--- src/rtl/blk_dma_channel.sv ---
module blk_dma_channel #(
  parameter int AW = 24,
  parameter int DW = 16,
  parameter int CW = 16
) (
  input  logic          clk,
  input  logic          rst_n,
  input  logic          load,
  input  logic [AW-1:0] src_start,
  input  logic [AW-1:0] dst_start,
  input  logic [CW-1:0] unit_count,
  input  logic [CW-1:0] block_count,
  input  logic          word_mode,
  input  logic          rewind_dst,
  input  logic          src_down,
  input  logic          dst_down,
  input  logic          enable,
  input  logic          req,
  input  logic          irq_clr,
  output logic          rd_valid,
  output logic [AW-1:0] rd_addr,
  output logic          rd_word,
  input  logic          rd_ready,
  input  logic [DW-1:0] rd_data,
  output logic          wr_valid,
  output logic [AW-1:0] wr_addr,
  output logic [DW-1:0] wr_data,
  output logic          wr_word,
  input  logic          wr_ready,
  output logic          irq,
  output logic          busy
);

  typedef enum logic [1:0] {S_IDLE, S_RD, S_WR} st_t;

  st_t           st;
  logic [AW-1:0] src, dst, src0, dst0;
  logic [CW-1:0] size_q, units_left, blocks_left;
  logic [DW-1:0] data_q;
  logic          word_q, rew_dst_q, src_dn_q, dst_dn_q, pend;

  wire [AW-1:0] step    = word_q ? AW'(2) : AW'(1);
  wire [AW-1:0] src_nxt = src_dn_q ? src - step : src + step;
  wire [AW-1:0] dst_nxt = dst_dn_q ? dst - step : dst + step;
  wire          idle    = (st == S_IDLE);
  wire          start   = idle && !load && enable && units_left == '0 &&
                          (req || pend) && blocks_left != '0 && size_q != '0;
  wire          last_u  = (units_left == CW'(1));

  assign rd_valid = (st == S_RD);
  assign wr_valid = (st == S_WR);
  assign rd_addr  = src;
  assign wr_addr  = dst;
  assign wr_data  = data_q;
  assign rd_word  = word_q;
  assign wr_word  = word_q;
  assign busy     = !idle;

  always_ff @(posedge clk or negedge rst_n) begin
    if (!rst_n) begin
      st <= S_IDLE;
      src <= '0; dst <= '0; src0 <= '0; dst0 <= '0;
      size_q <= '0; units_left <= '0; blocks_left <= '0;
      data_q <= '0; word_q <= 1'b0; rew_dst_q <= 1'b0;
      src_dn_q <= 1'b0; dst_dn_q <= 1'b0; pend <= 1'b0; irq <= 1'b0;
    end else begin
      if (irq_clr) irq <= 1'b0;
      if (start)
        pend <= 1'b0;
      else if (req && blocks_left != '0)
        pend <= 1'b1;
      case (st)
        S_IDLE: begin
          if (load) begin
            src <= src_start; src0 <= src_start;
            dst <= dst_start; dst0 <= dst_start;
            size_q <= unit_count; blocks_left <= block_count;
            units_left <= '0; pend <= 1'b0;
            word_q <= word_mode; rew_dst_q <= rewind_dst;
            src_dn_q <= src_down; dst_dn_q <= dst_down;
          end else if (enable && units_left != '0) begin
            st <= S_RD;
          end else if (start) begin
            units_left <= size_q;
            st <= S_RD;
          end
        end
        S_RD: if (rd_ready) begin
          data_q <= rd_data;
          st <= S_WR;
        end
        S_WR: if (wr_ready) begin
          units_left <= units_left - CW'(1);
          if (last_u) begin
            src <= rew_dst_q ? src_nxt : src0;
            dst <= rew_dst_q ? dst0 : dst_nxt;
            blocks_left <= blocks_left - CW'(1);
            if (blocks_left == CW'(1)) irq <= 1'b1;
            st <= S_IDLE;
          end else begin
            src <= src_nxt;
            dst <= dst_nxt;
            st <= enable ? S_RD : S_IDLE;
          end
        end
        default: st <= S_IDLE;
      endcase
    end
  end

  assert_rd_hold_R10: assert property (@(posedge clk) disable iff (!rst_n)
    rd_valid && !rd_ready |=> rd_valid && $stable(rd_addr));

  assert_wr_hold_R10: assert property (@(posedge clk) disable iff (!rst_n)
    wr_valid && !wr_ready |=> wr_valid && $stable(wr_addr) && $stable(wr_data));

  assert_irq_sticky_R7: assert property (@(posedge clk) disable iff (!rst_n)
    irq && !irq_clr |=> irq);

  assert_irq_last_R6: assert property (@(posedge clk) disable iff (!rst_n)
    $rose(irq) |-> blocks_left == '0 && idle);

  assert_wr_data_R3: assert property (@(posedge clk) disable iff (!rst_n)
    $rose(wr_valid) |-> wr_data == $past(rd_data));

  assert_one_block_R2: assert property (@(posedge clk) disable iff (!rst_n)
    wr_valid && wr_ready && last_u |=> !busy);

endmodule

--- config.mk ---
export PLATFORM = sky130hd
export DESIGN_NAME = blk_dma_channel
export DESIGN_NICKNAME = d
export VERILOG_FILES = /design/src/rtl/blk_dma_channel.sv
export SDC_FILE = /design/constraint.sdc
export NUM_CORES = 1
export LEC_CHECK = 0
export BUFFER_PORTS_ARGS = -buffer_cell sky130_fd_sc_hd__buf_4
export CAP_MARGIN = 30
export CORE_UTILIZATION = 50
export DETAILED_ROUTE_END_ITERATION = 12
export GPL_TIMING_DRIVEN = 0
export PLACE_DENSITY = 0.78
export SLEW_MARGIN = 25
export SYNTH_ARGS = -nofsm -noshare
export SYNTH_HDL_FRONTEND = slang
export SYNTH_SLANG_ARGS = --single-unit
--- constraint.sdc ---
create_clock -name clk -period 3.6 [get_ports clk]
set_input_delay 0.18 -clock clk [delete_from_list [all_inputs] [get_ports clk]]
set_output_delay 0.18 -clock clk [all_outputs]
set_load 0.05 [all_outputs]
After elaboration in Yosys (flattened, before gate mapping)
Index checks and enable logic that the tools add are counted.
{"block": "classes", "n_eq_ne": 12, "n_mux": 39, "add_sub_neg": 6, "n_reduce_logical": 23}
{"op": "24-bit 2-to-1 mux", "n": 10}
{"op": "16-bit 2-to-1 mux", "n": 7}
{"op": "24-bit one-hot mux with 2 select lines", "n": 2}
{"op": "16-bit one-hot mux with 2 select lines", "n": 2}
{"op": "24-bit by 2-bit adder with 24-bit output", "n": 2}
{"op": "16-bit nonzero test", "n": 3}
{"op": "24-bit by 2-bit subtractor with 24-bit output", "n": 2}
{"op": "16-bit by 1-bit == test with 1-bit output (second input constant)", "n": 2}
{"op": "16-bit by 1-bit subtractor with 16-bit output (second input constant)", "n": 2}
{"op": "16-bit logical NOT", "n": 1}
{"op": "2-bit 2-to-1 mux", "n": 6}
{"op": "4-bit AND reduction", "n": 3}
{"op": "1-bit 2-to-1 mux", "n": 11}
{"op": "1-bit logical AND", "n": 8}
{"op": "2-bit by 1-bit != test with 1-bit output (second input constant)", "n": 3}
{"op": "2-bit one-hot mux with 3 select lines", "n": 1}
{"op": "2-bit != test (second input constant)", "n": 2}
{"op": "2-bit AND reduction", "n": 2}
{"op": "3-bit by 1-bit != test with 1-bit output (second input constant)", "n": 1}
{"op": "3-bit by 2-bit != test with 1-bit output (second input constant)", "n": 1}
{"op": "3-bit != test (second input constant)", "n": 1}
{"op": "3-bit AND reduction", "n": 1}
{"op": "2-bit by 1-bit == test with 1-bit output (second input constant)", "n": 1}
{"op": "2-bit == test (second input constant)", "n": 1}
{"op": "4 further kinds", "n": 5}
{"block": "totals", "in_bits": 108, "regBits": 168}

Longest topological paths before layout
Gate-level depths: netlist (run 1).
{"block": "logic_depth", "ltp_word": 11, "mapped_depth": 12, "mapped_depth_nobuf": 12}

Worst setup path before layout (run 1)
OpenSTA, ideal clock, no wires.
{"block": "synth_timing", "path_kind": "reg-to-reg", "from": "register dst_dn_q", "to": "register dst[23], in the netlist wr_addr[23]", "arrival_ns": 2.922, "setup_slack_ns": 0.559, "path_buffers": 0, "synth_period_minus_slack_ns": 3.041, "setup_ns": 0.119, "path_stages_with_launch": 11, "path_cell_list": "dfrtp_1 > nor2b_1 > ha_1 > nor2b_1 > o31a_1 > o41ai_2 > o211ai_1 > a311oi_1 > xor2_1 > a21oi_1 > o21ba_2"}
{"block": "synth_via", "elab_chain_len": 5}
{"item": "start, declared", "line_no": "40", "source": "logic word_q, rew_dst_q, src_dn_q, dst_dn_q, pend;"}
{"item": "start signal, assigned", "line_no": "80", "source": "src_dn_q <= src_down; dst_dn_q <= dst_down;"}
{"item": "24-bit 2-to-1 mux *", "line_no": "44", "source": "wire [AW-1:0] dst_nxt = dst_dn_q ? dst - step : dst + step;"}
{"item": "24-bit 2-to-1 mux", "line_no": "96", "source": "dst <= rew_dst_q ? dst0 : dst_nxt;"}
{"item": "24-bit 2-to-1 mux *", "line_no": "94", "source": "if (last_u) begin"}
{"item": "24-bit 2-to-1 mux *", "line_no": "92", "source": "S_WR: if (wr_ready) begin"}
{"item": "24-bit one-hot mux with 2 select lines *", "line_no": "72", "source": "case (st)"}
{"item": "end signal, assigned", "line_no": "76", "source": "dst <= dst_start; dst0 <= dst_start;"}
{"item": "end signal, assigned", "line_no": "96"}
{"item": "end signal, assigned", "line_no": "102", "source": "dst <= dst_nxt;"}
{"item": "end, declared", "line_no": "37", "source": "logic [AW-1:0] src, dst, src0, dst0;"}
Mark *: on every way between the ends. The rest lies on a longest branch, timed or not. The select of a mux whose other input is x is not followed.
A chain may end at the register's enable or synchronous reset.

Final worst setup path (run 1)
Same ends and word-level chain as after synthesis.

==> results.ini, run 1 <==
[global_route]
grt_usage_pct=32.0
grt_max_degree=68
grt_overflow=0
grt_pass1_vias=10487
grt_pass1_wl_um=53300
antenna_found_initial=0

[clocking]
cts_num_sinks=168
root_buffer=clkbuf_16
numCtsBuffers=17
clkLatencyLatePin_ps=440
clockBufferDepth=2
clkSlewWorstSetupHoldPaths_ps=70
cts_tree=done
htreeDepth=4

[setup_path]
reg2regPathDepth=10
crit_chain=nor2b_1 > ha_1 > nor2b_1 > o31a_1 > o41ai_2 > o211ai_1 > a311oi_2 > xor2_1 > a21oi_1 > o21ba_2
cp_max_fo=24
crit_slowest_cell=dfrtp_4
worstSetupPathType=reg2reg
critPathMaxStageDelay_ps=620
critPathCaptureType=register
worstPathRequired_ps=3930
cp_common_cell=nor2b_1
startpoint_type=register
crit_arrival_ps=3710

[route]
wl_um=34000
ant_nets=0
num_vias=10727
wire_per_inst_um=18.8
vias_per_cell=5.94
drc=0
drtIter0Drc=852
dr.pass1.iters=6

[finish]
antenna_cells=0
final_nets=1685
finalInstanceArea_um2=13400
final-seq-area_um2=4210
num-fill-cells=1657
multi_input_area_um2=5700
fin_util_pct=66.7
syn2layout_area_growth_pct=31.2
layout-drive-gt1-share_pct=16.6

[logic_synthesis]
synth_top_flop_cell=dfrtp_1
yosysMostFrequentCell=nand2_1
synth_cell_type_count=70
synth-seq-cells=168
syn-instance-count=1237
synth_edf_count=0
postSynthAreaPerCell_um2=8.29
syn_area_um2=10300
async_reset_ff_share_pct=100
synth_area_leaders=dfrtp_1 41%, nand2_1 11%, a21oi_1 6.4%, ha_1 6.2%, o21ai_0 4.9%
ys.warnings.count=0
synth_nets=1398
synth_top_area_cell=dfrtp_1
synth.top_cells.by_count=301 x nand2_1, 168 x dfrtp_1, 131 x a21oi_1, 100 x o21ai_0, 65 x nor2_1
seq_area_frac_synth_pct=41.0
yosysTopAreaCellShare_pct=41.0

[sta]
worst_slew_pin_slew_ps=910
setup_violations=0
rsz0062_at_grt=no
fmax_mhz=295
finalMaxSlewViolations=0
hold_viol_final=0
fin_worst_skew_ps=8.74
relSlewSlack_pct=39.1
finalCritPeriodShare_pct=94.1
fin_crit_ps=3390

[floorplan]
ios=178
start_util_pct=50.8
die_y_um=145
die-area_um2=21100
die_w_um=145
core_um2=20200
rows=52

[place]
gp_congestion=0.964
io_buffers=177
dp_hpwl_um=23600
dpl_cell_area_um2=12000

[status]
status=completed

[power]
p_leak_nw=6.26
peakVddDrop_mv=0.680
power_density_nw_per_um2=1080

[worst_hold_path]
hp-class=in2reg
min_path_cells=3

[job]
cap_violations=0

## power breakdown
part           leakage [nW]  internal, mW  total [mW]  switching, mW
sequential             2.05          2.80        3.67          0.867
combinational          3.93          3.25        9.03           5.78
clock                 0.275         0.970        1.83          0.862
## cell type report
class	instances	share of cell area, %
multi-input combinational	983	42.4
tap	270	2.51
sequential	168	31.3
timing repair buffer	268	17.0
inverter	27	0.754
buffer	59	1.90
clock inverter	14	1.03
clock buffer	17	3.16
## worst max-delay path: cells and delay by family (launching register included)
| family | cells | cell delay, ps |
|---|---|---|
| DFF | 1 | 620 |
| and+or+nand+nor | 2 | 430 |
| adders and majority gates | 1 | 270 |
| AOI/OAI and AO/OA | 6 | 1720 |
| xor gates and xnor gates | 1 | 230 |
## cells by family (layout without fill, tap and decap cells)
group	Yosys count	after routing	synth area share, %
AO/OA/AOI/OAI	370	370	21.5
XOR/XNOR	40	40	3.42
AND/OR/NAND/NOR	501	501	22.0
multiplexers	19	19	2.06
flip-flops	168	168	41.0
adder cells (fa/ha/maj)	53	53	6.61
buffers and inverters	86	385	3.48
## metrics by stage
step	std cells	setup TNS [ps]	hold slack (ps)	worst slack [ps]	power [mW]
final	1806	0	21.1	214	14.5
after global routing	1806	0	43.6	6.29	15.5
after CTS	1806	0	18.4	1.68	14.3
after detailed placement	1686	-244	79.5	-244	12.4
after global placement	1684	-221	371	-221	12.2
after floorplan	1237	0	-116	559	9.91
## routing by layer
layer,track usage [%],vias up,routed length (um)
li1,-,4967,-
met1,39.2,5079,13200
met2,53.8,581,16300
met3,6.92,100,3060
met4,14.7,0,1420
met5,0,-,0
## path summary, 6_finish.rpt
kind | from | endpoint | slack [ps]
worst max-delay path | dst_dn_q | wr_addr[23] | 210
worst min-delay path | block_count[11] | blocks_left[11] | 20
worst max register to register | dst_dn_q | wr_addr[23] | 210
worst min register to register | dst0[23] | dst0[23] | 470
max in group asynchronous | rst_n | dst_dn_q | 2390
min in group asynchronous | rst_n | units_left[9] | 200
## what timing repair did
| action | 4_1_cts | 5_1_grt |
|---|---|---|
| endpoints found under the setup margin | 1 | 6 |
| resized for setup | 1 | 3 |
| hold endpoints to repair | 189 | 0 |
| hold buffers | 89 | 0 |
| buffers inserted | 0 | 0 |
| pin swaps | 0 | 0 |
## registers in the layout (all words and copies together), names as in the netlist, 2 cells and up
name	count
wr_addr	24
src0	24
dst0	24
units_left	16
size_q	16
wr_data	16
st	2
rd_addr	24
blocks_left	16
## layout by cell type, fill, tap and decap left out, types with 5 or more instances in the layout
| cell type | Yosys | layout |
|---|---|---|
| a211oi_1 | 11 | 11 |
| a21o_1 | 11 | 11 |
| a21oi_1 | 131 | 131 |
| a22oi_1 | 12 | 12 |
| a31oi_1 | 14 | 14 |
| and2_1 | 10 | 10 |
| and3_1 | 7 | 7 |
| buf_1 | 9 | 9 |
| buf_2 | 6 | 6 |
| buf_4 | 1 | 177 |
| clkbuf_1 | 40 | 40 |
| clkbuf_16 | 0 | 17 |
| dfrtp_1 | 168 | 166 |
| dlygate4sd3_1 | 0 | 89 |
| ha_1 | 51 | 51 |
| inv_1 | 26 | 26 |
| inv_6 | 0 | 6 |
| mux2_2 | 17 | 17 |
| nand2_1 | 301 | 301 |
| nand2b_1 | 9 | 9 |
| nand3_1 | 23 | 23 |
| nand4_1 | 9 | 9 |
| nor2_1 | 65 | 65 |
| nor2b_1 | 8 | 8 |
| nor3_1 | 24 | 24 |
| nor4_1 | 11 | 11 |
| o211ai_1 | 17 | 17 |
| o21a_1 | 6 | 6 |
| o21ai_0 | 100 | 100 |
| o21ai_1 | 18 | 18 |
| o21bai_1 | 5 | 5 |
| or3_1 | 13 | 13 |
| xnor2_1 | 27 | 27 |
| xor2_1 | 13 | 13 |
No activity file was read; power rests on OpenSTA's default activity.
==> run 2, diff against run 1 <==
Settings changed: BUFFER_PORTS_ARGS -buffer_cell sky130_fd_sc_hd__buf_4 to unset, DONT_BUFFER_PORTS set to 1, PLACE_DENSITY 0.78 to 0.71.
==> run 2 against run 1 <==
  * The run now ends with hold timing left
  * Sequential share of layout area grew 3.0 points
  * Maximum frequency shrank 3.3%
  * Sequential power up 35%
  * Combinational power down 21%
  * Global-route usage grew 0.37 points
  * Power down 4.3%
  * Largest cell class unchanged
  * Count of clock-buffer cells in the layout grew 1
  * Critical path type unchanged
==> results.ini, run 2 (synthesis results as in run 1) <==
[sta]
fin_worst_skew_ps=12.4
relSlewSlack_pct=30.0
hold_ws_ps=-560
setup_violations=0
fmax_mhz=285
fin_crit_ps=3500
setup-tns-final_ps=0
finalMaxSlewViolations=0
worst_slew_pin_slew_ps=1050
finalCritPeriodShare_pct=97.3
hold_viol_final=169

[clocking]
clkSlewWorstSetupHoldPaths_ps=70
htreeDepth=4
clkLatencyLatePin_ps=440
cts_num_sinks=168
hold_buffers=104
root_buffer=clkbuf_16
numCtsBuffers=17
cts_setup_buffers=0
cts_tree=done
clockBufferDepth=2

[place]
dp_hpwl_um=22500
placed_cells=1509
gp_congestion=0.925
io_buffers=0

[global_route]
grt_pass1_wl_um=53200
grt_overflow=0
grt_max_degree=169
grt_pass1_vias=9841
antenna_found_initial=0
grt_usage_pct=32.4

[route]
wire_per_inst_um=20.6
drc=0
num_vias=10079
drtIter0Drc=833
vias_per_cell=6.12
dr.pass1.iters=5
wl_um=34000
ant_nets=0

[setup_path]
crit_arrival_ps=3780
cp_common_cell=inv_1
crit_slowest_cell=o41ai_1
cp_top_family=compound AO/OA/AOI/OAI gates
worstPathRequired_ps=3870
critPathMaxStageDelay_ps=660
critPathCaptureType=register
startpoint_type=register
cp_max_fo=3
crit_chain=inv_1 > ha_1 > inv_1 > fa_1 > a21o_1 > nand3_1 > a211o_1 > nand2_1 > o41ai_1 > o311ai_0 > xnor2_1 > a31oi_1
critical_path_buf_inv_count=2
worstSetupPathType=reg2reg

[job]
cap_violations=0

[floorplan]
die_w_um=145
die-area_um2=21100
die_y_um=145
rows=52
ios=178
core_um2=20200
start_util_pct=50.8

[status]
violations=hold timing
status=complete, but fails checks

[finish]
layout-drive-gt1-share_pct=5.89
num-fill-cells=1730
finalNonFillerCells=1646
syn2layout_area_growth_pct=19.6
final_cell_mix=301 x nand2_1, 165 x dfrtp_1, 131 x a21oi_1, 104 x dlygate4sd3_1, 100 x o21ai_0
final_nets=1524
antenna_cells=0
layout_commonest_cell=nand2_1

[power]
p_leak_nw=5.46
power_density_nw_per_um2=1130
peakVddDrop_mv=0.590

[worst_hold_path]
hp-class=in2async

-- run 2: cell count changes in the layout (fill, tap and decap cells not counted), sizes merged --
cell	change
clkbuf	+2
dlygate4sd3	+15
inv	+1
clkinv	+1
buf	-177
clkinvlp	-1
bufinv	-1
-- run 2: per-stage QoR --
stage	area [um^2]	power (mW)	util, %	setup WS [ps]
after floorplan	10300	9.91	-	559
after global placement	10600	11.5	52.5	-196
after detailed placement	10600	11.7	52.6	-221
after CTS	12200	13.7	60.7	68.4
after global routing	12300	14.9	60.8	-33.8
final	12300	13.9	60.8	96.5
-- run 2: power breakdown --
part           switching [mW]  total, mW  internal [mW]
combinational            4.36       7.10           2.74
sequential               2.18       4.95           2.77
clock                   0.909       1.85          0.946
-- run 2: worst paths after layout --
check	start	endpoint	slack (ps)	cells after the start
setup reg to reg	rd_addr[0]	rd_addr[20]	100	12
hold / removal	rst_n	rd_addr[16]	-560	0
max in group asynchronous	rst_n	dst_dn_q	3890	0
hold reg to reg	src0[3]	src0[3]	480	2
min in group clk	dst_start[5]	wr_addr[5]	-10	2
setup / recovery	rd_addr[0]	rd_addr[20]	100	12
-- run 2: layout make-up --
cell class                      instances  area [um^2]  area share, %
Timing Repair Buffer                  107         1060           8.62
Clock buffer                           18          439           3.58
Inverter                               27          101          0.827
Multi-Input combinational cell        983         5710           46.6
Sequential cell                       168         4210           34.3
Buffer                                 59          256           2.09
Tap cell                              270          338           2.76
Clock inverter                         14          149           1.21
-- run 2: per-layer routing --
| metal | track usage (%) | vias to the layer above | share of wire, % |
|---|---|---|---|
| met1 | 40.2 | 4817 | 40 |
| met3 | 8.24 | 95 | 9.0 |
| met4 | 13.6 | 0 | 3.3 |
| met5 | 0 | - | 0 |
| li1 | - | 4653 | - |
| met2 | 53.4 | 514 | 48 |
-- run 2: worst reg2reg max path: stages, from the launching register on --
cell      delay, ps
dfrtp_1         580
inv_1           170
ha_1            190
inv_1            60
fa_1            400
a21o_1          210
nand3_1         130
a211o_1         180
nand2_1          80
o41ai_1         660
o311ai_0        350
xnor2_1         210
a31oi_1         100
-- run 2: repair_timing --
item,in CTS,in global routing
endpoints found under the setup margin,3,3
pin swaps,0,0
endpoints found under the hold margin,307,168
resized for setup,3,3
